$ cat config.mk
export PLATFORM = sky130hd
export DESIGN_NAME = wdog_tap_top
export DESIGN_NICKNAME = d
export VERILOG_FILES = /design/src/rtl/wdog_pkg.sv /design/src/rtl/wdog_tap_sel.sv /design/src/rtl/wdog_counter.sv /design/src/rtl/wdog_ctrl_reg.sv /design/src/rtl/wdog_tap_top.sv
export SDC_FILE = /design/constraint.sdc
export NUM_CORES = 1
export LEC_CHECK = 0
export BUFFER_PORTS_ARGS = -buffer_cell sky130_fd_sc_hd__buf_2
export CAP_MARGIN = 20
export CORE_AREA = 4 4 44 46
export DETAILED_ROUTE_END_ITERATION = 8
export DIE_AREA = 0 0 48 50
export PLACE_DENSITY = 0.83
export SYNTH_ARGS = -nofsm -noshare
export SYNTH_HDL_FRONTEND = slang
export SYNTH_HIERARCHICAL = 1
export SYNTH_SLANG_ARGS = --single-unit
export TNS_END_PERCENT = 10
$ cat constraint.sdc
create_clock -name clk_i -period 2.1 [get_ports clk_i]
set_input_delay 0.105 -clock clk_i [delete_from_list [all_inputs] [get_ports clk_i]]
set_output_delay 0.105 -clock clk_i [all_outputs]
set_load 0.02 [all_outputs]
$ cat src/rtl/wdog_pkg.sv
package wdog_pkg;
  localparam int IVL_W   = 2;
  localparam int N_TAPS  = 1 << IVL_W;
  localparam int REG_W   = 8;
  // control register bit positions
  localparam int IVL_LSB  = 0;
  localparam int KICK_BIT = 2;
  localparam int POR_BIT  = 3;
  localparam int WDG_BIT  = 4;
  localparam int EXT_BIT  = 5;
  localparam int SW_BIT   = 6;

  typedef struct packed {
    logic sw;
    logic ext;
    logic wdg;
    logic por;
  } cause_t;
endpackage

$ cat src/rtl/wdog_tap_sel.sv
module wdog_tap_sel
  import wdog_pkg::*;
(
  input  logic              clk_i,
  input  logic              rst_ni,
  input  logic [N_TAPS-1:0] tb_tap_i,
  input  logic [N_TAPS-1:0] wt_tap_i,
  input  logic              use_wt_i,
  input  logic [IVL_W-1:0]  ivl_i,
  output logic              edge_o
);
  logic [N_TAPS-1:0] chain;
  logic              tap_now, tap_q;

  for (genvar g = 0; g < N_TAPS; g++) begin : g_chain
    assign chain[g] = use_wt_i ? wt_tap_i[g] : tb_tap_i[g];
  end

  assign tap_now = chain[ivl_i];

  always_ff @(posedge clk_i or negedge rst_ni) begin
    if (!rst_ni) tap_q <= 1'b0;
    else         tap_q <= tap_now;
  end

  assign edge_o = tap_now & ~tap_q;

  p_edge_is_rise_r4: assert property (@(posedge clk_i) disable iff (!rst_ni)
    edge_o |=> tap_q);
endmodule

$ cat src/rtl/wdog_counter.sv
module wdog_counter #(
  parameter int CNT_W = 2,
  parameter int N_LP  = 5
) (
  input  logic            clk_i,
  input  logic            rst_ni,
  input  logic            edge_i,
  input  logic            kick_i,
  input  logic [N_LP-1:0] lp_i,
  output logic            running_o,
  output logic            ovf_o
);
  localparam logic [CNT_W-1:0] CNT_MAX = {CNT_W{1'b1}};

  logic [CNT_W-1:0] cnt_q;
  logic             run_q, ovf_q;
  logic             lp_any;

  assign lp_any = |lp_i;

  always_ff @(posedge clk_i or negedge rst_ni) begin
    if (!rst_ni) begin
      cnt_q <= '0;
      run_q <= 1'b0;
      ovf_q <= 1'b0;
    end else begin
      ovf_q <= 1'b0;
      if (!run_q) begin
        if (kick_i) begin
          run_q <= 1'b1;
          cnt_q <= '0;
        end
      end else if (kick_i || lp_any) begin
        cnt_q <= '0;
      end else if (edge_i) begin
        if (cnt_q == CNT_MAX) begin
          cnt_q <= '0;
          run_q <= 1'b0;
          ovf_q <= 1'b1;
        end else begin
          cnt_q <= cnt_q + 1'b1;
        end
      end
    end
  end

  assign running_o = run_q;
  assign ovf_o     = ovf_q;

  p_ovf_single_r4: assert property (@(posedge clk_i) disable iff (!rst_ni)
    ovf_q |=> !ovf_q);
  p_ovf_stops_r5: assert property (@(posedge clk_i) disable iff (!rst_ni)
    ovf_q |-> !run_q);
  p_stay_idle_r2: assert property (@(posedge clk_i) disable iff (!rst_ni)
    (!run_q && !kick_i) |=> (!run_q && !ovf_q));
  p_lp_clear_r7: assert property (@(posedge clk_i) disable iff (!rst_ni)
    (run_q && lp_any) |=> (cnt_q == '0 && !ovf_q));
  p_kick_clear_r6: assert property (@(posedge clk_i) disable iff (!rst_ni)
    (run_q && kick_i) |=> (run_q && cnt_q == '0));
endmodule

$ cat src/rtl/wdog_ctrl_reg.sv
module wdog_ctrl_reg
  import wdog_pkg::*;
(
  input  logic             clk_i,
  input  logic             rst_ni,
  input  logic             wr_i,
  input  logic [REG_W-1:0] wdata_i,
  input  logic             rd_i,
  input  logic             running_i,
  input  logic             ovf_i,
  input  logic             ext_evt_i,
  input  logic             sw_evt_i,
  output logic             kick_o,
  output logic [IVL_W-1:0] ivl_o,
  output logic [REG_W-1:0] rdata_o
);
  logic [IVL_W-1:0] ivl_q;
  cause_t           cause_q;

  assign kick_o = wr_i & ~wdata_i[KICK_BIT];

  always_ff @(posedge clk_i or negedge rst_ni) begin
    if (!rst_ni) begin
      ivl_q   <= '0;
      cause_q <= '{sw: 1'b0, ext: 1'b0, wdg: 1'b0, por: 1'b1};
    end else begin
      // interval is frozen once the watchdog runs
      if (kick_o && !running_i) ivl_q <= wdata_i[IVL_LSB +: IVL_W];
      if (rd_i) cause_q <= '0;
      if (ovf_i)     cause_q.wdg <= 1'b1;
      if (ext_evt_i) cause_q.ext <= 1'b1;
      if (sw_evt_i)  cause_q.sw  <= 1'b1;
    end
  end

  always_comb begin
    rdata_o = '0;
    rdata_o[IVL_LSB +: IVL_W] = ivl_q;
    rdata_o[KICK_BIT] = 1'b1;
    rdata_o[POR_BIT]  = cause_q.por;
    rdata_o[WDG_BIT]  = cause_q.wdg;
    rdata_o[EXT_BIT]  = cause_q.ext;
    rdata_o[SW_BIT]   = cause_q.sw;
  end

  assign ivl_o = ivl_q;

  p_rd_clear_r9: assert property (@(posedge clk_i) disable iff (!rst_ni)
    (rd_i && !ovf_i && !ext_evt_i && !sw_evt_i) |=> (cause_q == '0));
  p_ovf_flag_r8: assert property (@(posedge clk_i) disable iff (!rst_ni)
    ovf_i |=> cause_q.wdg);
  p_ivl_frozen_r6: assert property (@(posedge clk_i) disable iff (!rst_ni)
    running_i |=> $stable(ivl_q));
endmodule

$ cat src/rtl/wdog_tap_top.sv
module wdog_tap_top
  import wdog_pkg::*;
#(
  parameter int CNT_W = 2,
  parameter int N_LP  = 5
) (
  input  logic              clk_i,
  input  logic              rst_ni,
  input  logic [N_TAPS-1:0] tb_tap_i,
  input  logic [N_TAPS-1:0] wt_tap_i,
  input  logic              wt_sel_i,
  input  logic              sub_mode_i,
  input  logic [N_LP-1:0]   lp_enter_i,
  input  logic              ext_rst_evt_i,
  input  logic              sw_rst_evt_i,
  input  logic              reg_wr_i,
  input  logic [REG_W-1:0]  reg_wdata_i,
  input  logic              reg_rd_i,
  output logic [REG_W-1:0]  reg_rdata_o,
  output logic              wdt_rst_o
);
  logic             use_wt, tap_edge, kick, running, ovf;
  logic [IVL_W-1:0] ivl;

  assign use_wt = wt_sel_i & sub_mode_i;

  wdog_tap_sel u_sel (
    .clk_i    (clk_i),
    .rst_ni   (rst_ni),
    .tb_tap_i (tb_tap_i),
    .wt_tap_i (wt_tap_i),
    .use_wt_i (use_wt),
    .ivl_i    (ivl),
    .edge_o   (tap_edge)
  );

  wdog_counter #(.CNT_W(CNT_W), .N_LP(N_LP)) u_cnt (
    .clk_i     (clk_i),
    .rst_ni    (rst_ni),
    .edge_i    (tap_edge),
    .kick_i    (kick),
    .lp_i      (lp_enter_i),
    .running_o (running),
    .ovf_o     (ovf)
  );

  wdog_ctrl_reg u_reg (
    .clk_i     (clk_i),
    .rst_ni    (rst_ni),
    .wr_i      (reg_wr_i),
    .wdata_i   (reg_wdata_i),
    .rd_i      (reg_rd_i),
    .running_i (running),
    .ovf_i     (ovf),
    .ext_evt_i (ext_rst_evt_i),
    .sw_evt_i  (sw_rst_evt_i),
    .kick_o    (kick),
    .ivl_o     (ivl),
    .rdata_o   (reg_rdata_o)
  );

  assign wdt_rst_o = ovf;

  p_rst_only_running_r5: assert property (@(posedge clk_i) disable iff (!rst_ni)
    wdt_rst_o |-> $past(running));
endmodule

* Word level (Yosys, flattened, before mapping) *
Cells that the tools add are included.

operators by class
  add/subtract/negate cells = 1
  $lt $le $gt $ge = 1
  eq/ne operators = 2
  muxes and demuxes = 24
  bitwise gates (word level) = 5
  reduce and logical (&&, ||, !) cells = 9

operator list
  cell                                                number
  2-to-1 mux 1 bit                                    17
  2-to-1 mux 2 bit                                    5
  nonzero test 2 bit                                  4
  OR reduction 5 bit                                  1
  2-to-1 mux 4 bit                                    1
  bitwise AND 1 bit                                   3
  < comparator 2 x 3 -> 1 bit, second input constant  1
  inequality test 3 bit, second input constant        1
  adder 2 x 1 -> 2 bit, second input constant         1
  binary-select mux 1 bit (select 2 bit)              1
  == test 2 bit, second input constant                1
  NOT 1 bit                                           2
  AND reduction 2 bit                                 1
  logical AND 1 bit                                   1
  logical NOT 1 bit                                   1
  logical OR 1 bit                                    1

storage, ports and cells
  flip-flop bits (word level) = 11
  input bits = 29
  output and inout bits = 9
  logic and storage cells = 51

* Longest topological paths before layout *
  depth after elaboration = 8
  depth in mapped cells = 8
  depth with buffers taken out = 7

* By module *
The synthesis kept the hierarchy.

by module, submodules not included
  module         instances  cells an instance  area each (µm²)  seq. area each (µm²)
  wdog_ctrl_reg  1          21                 262.8            151.4
  wdog_counter   1          17                 206.4            100.1
  wdog_tap_sel   1          9                  102.6            25.0
  wdog_tap_top   1          1                  6.3              0.0

* Worst setup path before layout *
OpenSTA, ideal clock, no wires.

  path kind = input to register
  start point = input wt_sel_i
  end point = register u_cnt.cnt_q[0]
  setup time = 0.121 ns
  data arrival time = 1.486 ns
  required time = 1.979 ns
  path slack = 0.493 ns
  stages on the path = 8
  path buffers = 1
  cell sequence = and2_1 -> clkbuf_2 -> mux2i_1 -> mux4_2 -> nor2_2 -> or3_1 -> o22ai_1 -> a22o_1

on the way
  word-level cells in the longest chain between the ends = 7
  elaborated cells between the ends (all ways) = 10
  those cells by class = eq/ne: 1; mux: 6; bitwise: 2; reduce/logical: 1

ends and longest elaborated chain
  what                                        RTL line            source
  from (decl)                                 wdog_tap_top.sv:11  input logic wt_sel_i,
  bitwise AND 1 bit (*)                       wdog_tap_top.sv:25  assign use_wt = wt_sel_i & sub_mode_i;
  2-to-1 mux 1 bit                            wdog_tap_sel.sv:16  assign chain[g] = use_wt_i ? wt_tap_i[g] : tb_tap_i[g];
  binary-select mux 1 bit (select 2 bit) (*)  wdog_tap_sel.sv:19  assign tap_now = chain[ivl_i];
  2-to-1 mux 1 bit (implied by the code) (*)  wdog_tap_sel.sv:19
  bitwise AND 1 bit (*)                       wdog_tap_sel.sv:26  assign edge_o = tap_now & ~tap_q;
  via tap_edge                                wdog_tap_top.sv:22  logic use_wt, tap_edge, kick, running, ovf;
  inequality test 3 bit (no line) (*)         -
  AND reduction 2 bit (no line) (*)           -
  to (signal assigned)                        wdog_counter.sv:41  cnt_q <= cnt_q + 1'b1;
  to (decl)                                   wdog_counter.sv:15  logic [CNT_W-1:0] cnt_q;

Mark *: on every way through the listed nets, which the timed path passes. The rest lies on a longest branch. The select of a mux whose other input is x is not followed.
A chain may end at the register's enable or synchronous reset.

* Final worst setup path *
  start point = register u_reg.ivl_q[0], in the netlist u_reg/ivl_o[0]
  end point = register u_cnt.cnt_q[0]

on the way
  word-level cells in the longest chain between the ends = 5

ends and longest elaborated chain
  what                                    RTL line             source
  from (decl)                             wdog_ctrl_reg.sv:17  logic [IVL_W-1:0] ivl_q;
  from (signal assigned)                  wdog_ctrl_reg.sv:28  if (kick_o && !running_i) ivl_q <= wdata_i[IVL_LSB +: IVL_W];
  binary-select mux 1 bit (select 2 bit)  wdog_tap_sel.sv:19
  2-to-1 mux 1 bit (implied by the code)  wdog_tap_sel.sv:19
  bitwise AND 1 bit                       wdog_tap_sel.sv:26
  via tap_edge                            wdog_tap_top.sv:22
  inequality test 3 bit (no line)         -
  AND reduction 2 bit (no line)           -

The timed path passes the listed nets, and every way through them passes these cells. The select of a mux whose other input is x is not followed.

==> results.md <==
- Compound-Gate Fraction of Synth Area: 9.31%
- Crit path time final: 1.60 ns
- PwrDens: 628 nW/um2
- Deepest clock path buffer count: 2
- Gp weighted congestion: 0.807
- Layout cells sized above 1: 53.2%
- Post-synthesis adder-cell area fraction: 2.16%
- # diodes: 0
- Largest net degree at the start of global routing: 12
- Ys flop type: dfrtp_1
- H-tree levels: 1
- Setup WS post-layout: 0.502 ns
- Reg area: 277 um2
- I/O pins: 38
- Iteration-0 DRC Markers: 12
- Mean Syn Cell Area: 12.0 um2
- CTS clk-pin slew, worst paths: 0.07 ns
- Pre-CTS WS: 0.359 ns
- Max-slew violations: 0
- Max frequency: 626 MHz
- WL/cell: 12.0 um
- Core area: 1510 um2
- Area of the multi-input gates: 259 um2
- Lkg Pwr: 0.397 nW
- Area grow syn2layout: 31.4%
- I/O Buffers: 30
- DRC errors left: 0
- Main combinational cell family by area after synthesis: simple AND/OR/NAND/NOR gates
- Seq cells post-synth: 11
- Global-route wire length before repair: 1830 um
- Die height: 50 um
- Top cell type's share of synthesized area: 43.3%
- Worst VDD drop: 281 uV
- Setup TNS: 0 ns
- Number of global-route vias before repair: 482
- Critical Path AT: 1.75 ns
- Syn nets: 78
- Syn Std Cell Area: 578 um2
- Clk Latency, worst-skew pair: 0.26 ns
- CTS resizes: 0
- First-pass DRT Iterations: 3
- Nets: 110
- Die ar.: 2400 um2
- Post-route ant nets: 0
- Setup-failing EPs final: 0
- TritonCTS clock tree: built
- Seq/Total Area, Yosys: 47.8%
- Row cnt: 14
- GRT Util Overall: 11.0%
- CP Launch Type: flip-flop
- Period utilization: 76.1%
- Setup crit end kind: flip-flop
- Clock Sinks: 11
- XOR/XNOR Fraction of Synth Area: 0%
- TritonCTS Buffers: 3
- Top cells by area, synth: dfrtp_1 (43%), mux2i_1 (6.9%), buf_4 (5.2%)
- Total number of vias: 458
- Reg2reg setup slack: 0.50 ns
- RSZ-0062 raised after global routing: false
- Fin. Hold Viols: 0
- Status: complete, no violations
- Fill cells: 142
- Clk_skew: 0.00356 ns
- CP max FO: 3
- Synth async-reset ratio: 100%
- Post-synth EDFFs: 0
- Initial Utilization: 38.4%
- Total grt overflow: 0
- Number of max-cap violations: 0
- Die Span X: 48 um
- Drt total wl: 1140 um
- CTS Root Cell: clkbuf_4
- Antenna violations before repair: 0
- Post-Synth Simple-Gate Area: 17.3%
- Mux contribution to synthesized area: 14.7%
- Hold_ws: 0.0180 ns
- HP Class: input port to flip-flop
- YS warnings: 6
- Placed cell count: 89
- DP HPWL: 934 um
- Netlist cell types: 27
- Syn Inst Count: 48
- Largest area contributor in the netlist: dfrtp_1
- DR vias/cell: 4.82
- Layout Cells excl Fill: 95
- Crit path kind: flip-flop to flip-flop
- Critical path required time: 2.25 ns
## layout by cell type, fill, tap and decap left out, drive strengths merged, types with 2 or more instances in the layout
cell type    netlist  routed
nor2b              2       2
a22o               2       2
inv                2       2
dfrtp             10      10
mux2i              4       4
dlygate4sd3        0       2
a21o               3       3
conb               2       2
and2               2       2
clkbuf             1       4
buf                4      30
nor2               3       3
mux2               2       2
## cells by family after synthesis
logic type,Yosys count
flip-flops,11
other,2
multiplexers,7
adder cells (fa/ha/maj),1
AO/OA/AOI/OAI,7
buffers and inverters,7
AND/OR/NAND/NOR,13
## timing repair
| item | CTS | global route |
|---|---|---|
| buffers inserted | 0 | 0 |
| hold endpoints to repair | 12 | 0 |
| hold buffers | 2 | 0 |
## synth_stat cells (2+ instances only)
cell type	number
dfrtp_1	10
buf_4	4
mux2i_1	4
a21o_1	3
conb_1	2
mux2_1	2
nor2_1	2
nor2b_1	2
## final timing paths
check                                from          endpoint  cells after the start
max in group asynchronous          rst_ni  u_reg/rdata_o[3]                      2
min in group asynchronous          rst_ni  u_reg/rdata_o[5]                      2
setup reg to reg           u_reg/ivl_o[0]    u_cnt/cnt_q[0]                      5
hold reg to reg               u_cnt/ovf_o  u_reg/rdata_o[4]                      1
setup / recovery           u_reg/ivl_o[0]    u_cnt/cnt_q[0]                      5
hold / removal              ext_rst_evt_i  u_reg/rdata_o[5]                      2
## through the flow
stage | utilization [%] | total power, W | instance area (um2)
2_1_floorplan | - | 0.000308 | 578
3_3_place_gp | 47.3 | 0.000334 | 713
3_5_place_dp | 47.3 | 0.000338 | 713
4_1_cts | 50.4 | 0.000487 | 759
5_1_grt | 50.4 | 0.000506 | 759
6_report | 50.4 | 0.000477 | 759
## state kept, by name, summed over array words and instances (netlist names)
name             cells
u_cnt/ovf_o          1
u_reg/ivl_o          2
u_reg/rdata_o        4
u_cnt/running_o      1
u_sel/tap_q          1
u_cnt/cnt_q          2
## metal layers
| metal | vias to the layer above | track usage (%) | wire, um |
|---|---|---|---|
| li1 | 225 | - | - |
| met1 | 212 | 11.7 | 450 |
| met2 | 21 | 17.8 | 589 |
| met5 | - | 0 | 0 |
| met3 | 0 | 3.27 | 104 |
| met4 | 0 | 6.73 | 0 |
## layout make-up
class,count,area share (%)
flip-flops and latches,11,36.4
clock buffers,4,3.46
multi-input cells,30,34.1
repair buffers,32,22.4
inverters,2,0.988
well taps,16,2.64
## critical path, cell delays in order (launching register included)
cell and delay, ns:
dfrtp_1 0.38, mux4_2 0.53, nor2_2 0.14, or3_1 0.13, o22ai_1 0.07, a22o_1 0.24
## where the power goes
| part | leakage, nW | switching, W | total (W) | internal, W |
|---|---|---|---|---|
| Clock | 0.0150 | 0.0000673 | 0.000141 | 0.0000734 |
| Sequential | 0.133 | 0.00000944 | 0.000236 | 0.000226 |
| Combinational | 0.249 | 0.0000527 | 0.000101 | 0.0000480 |
Note: power is estimated with default switching activity, not from simulation.
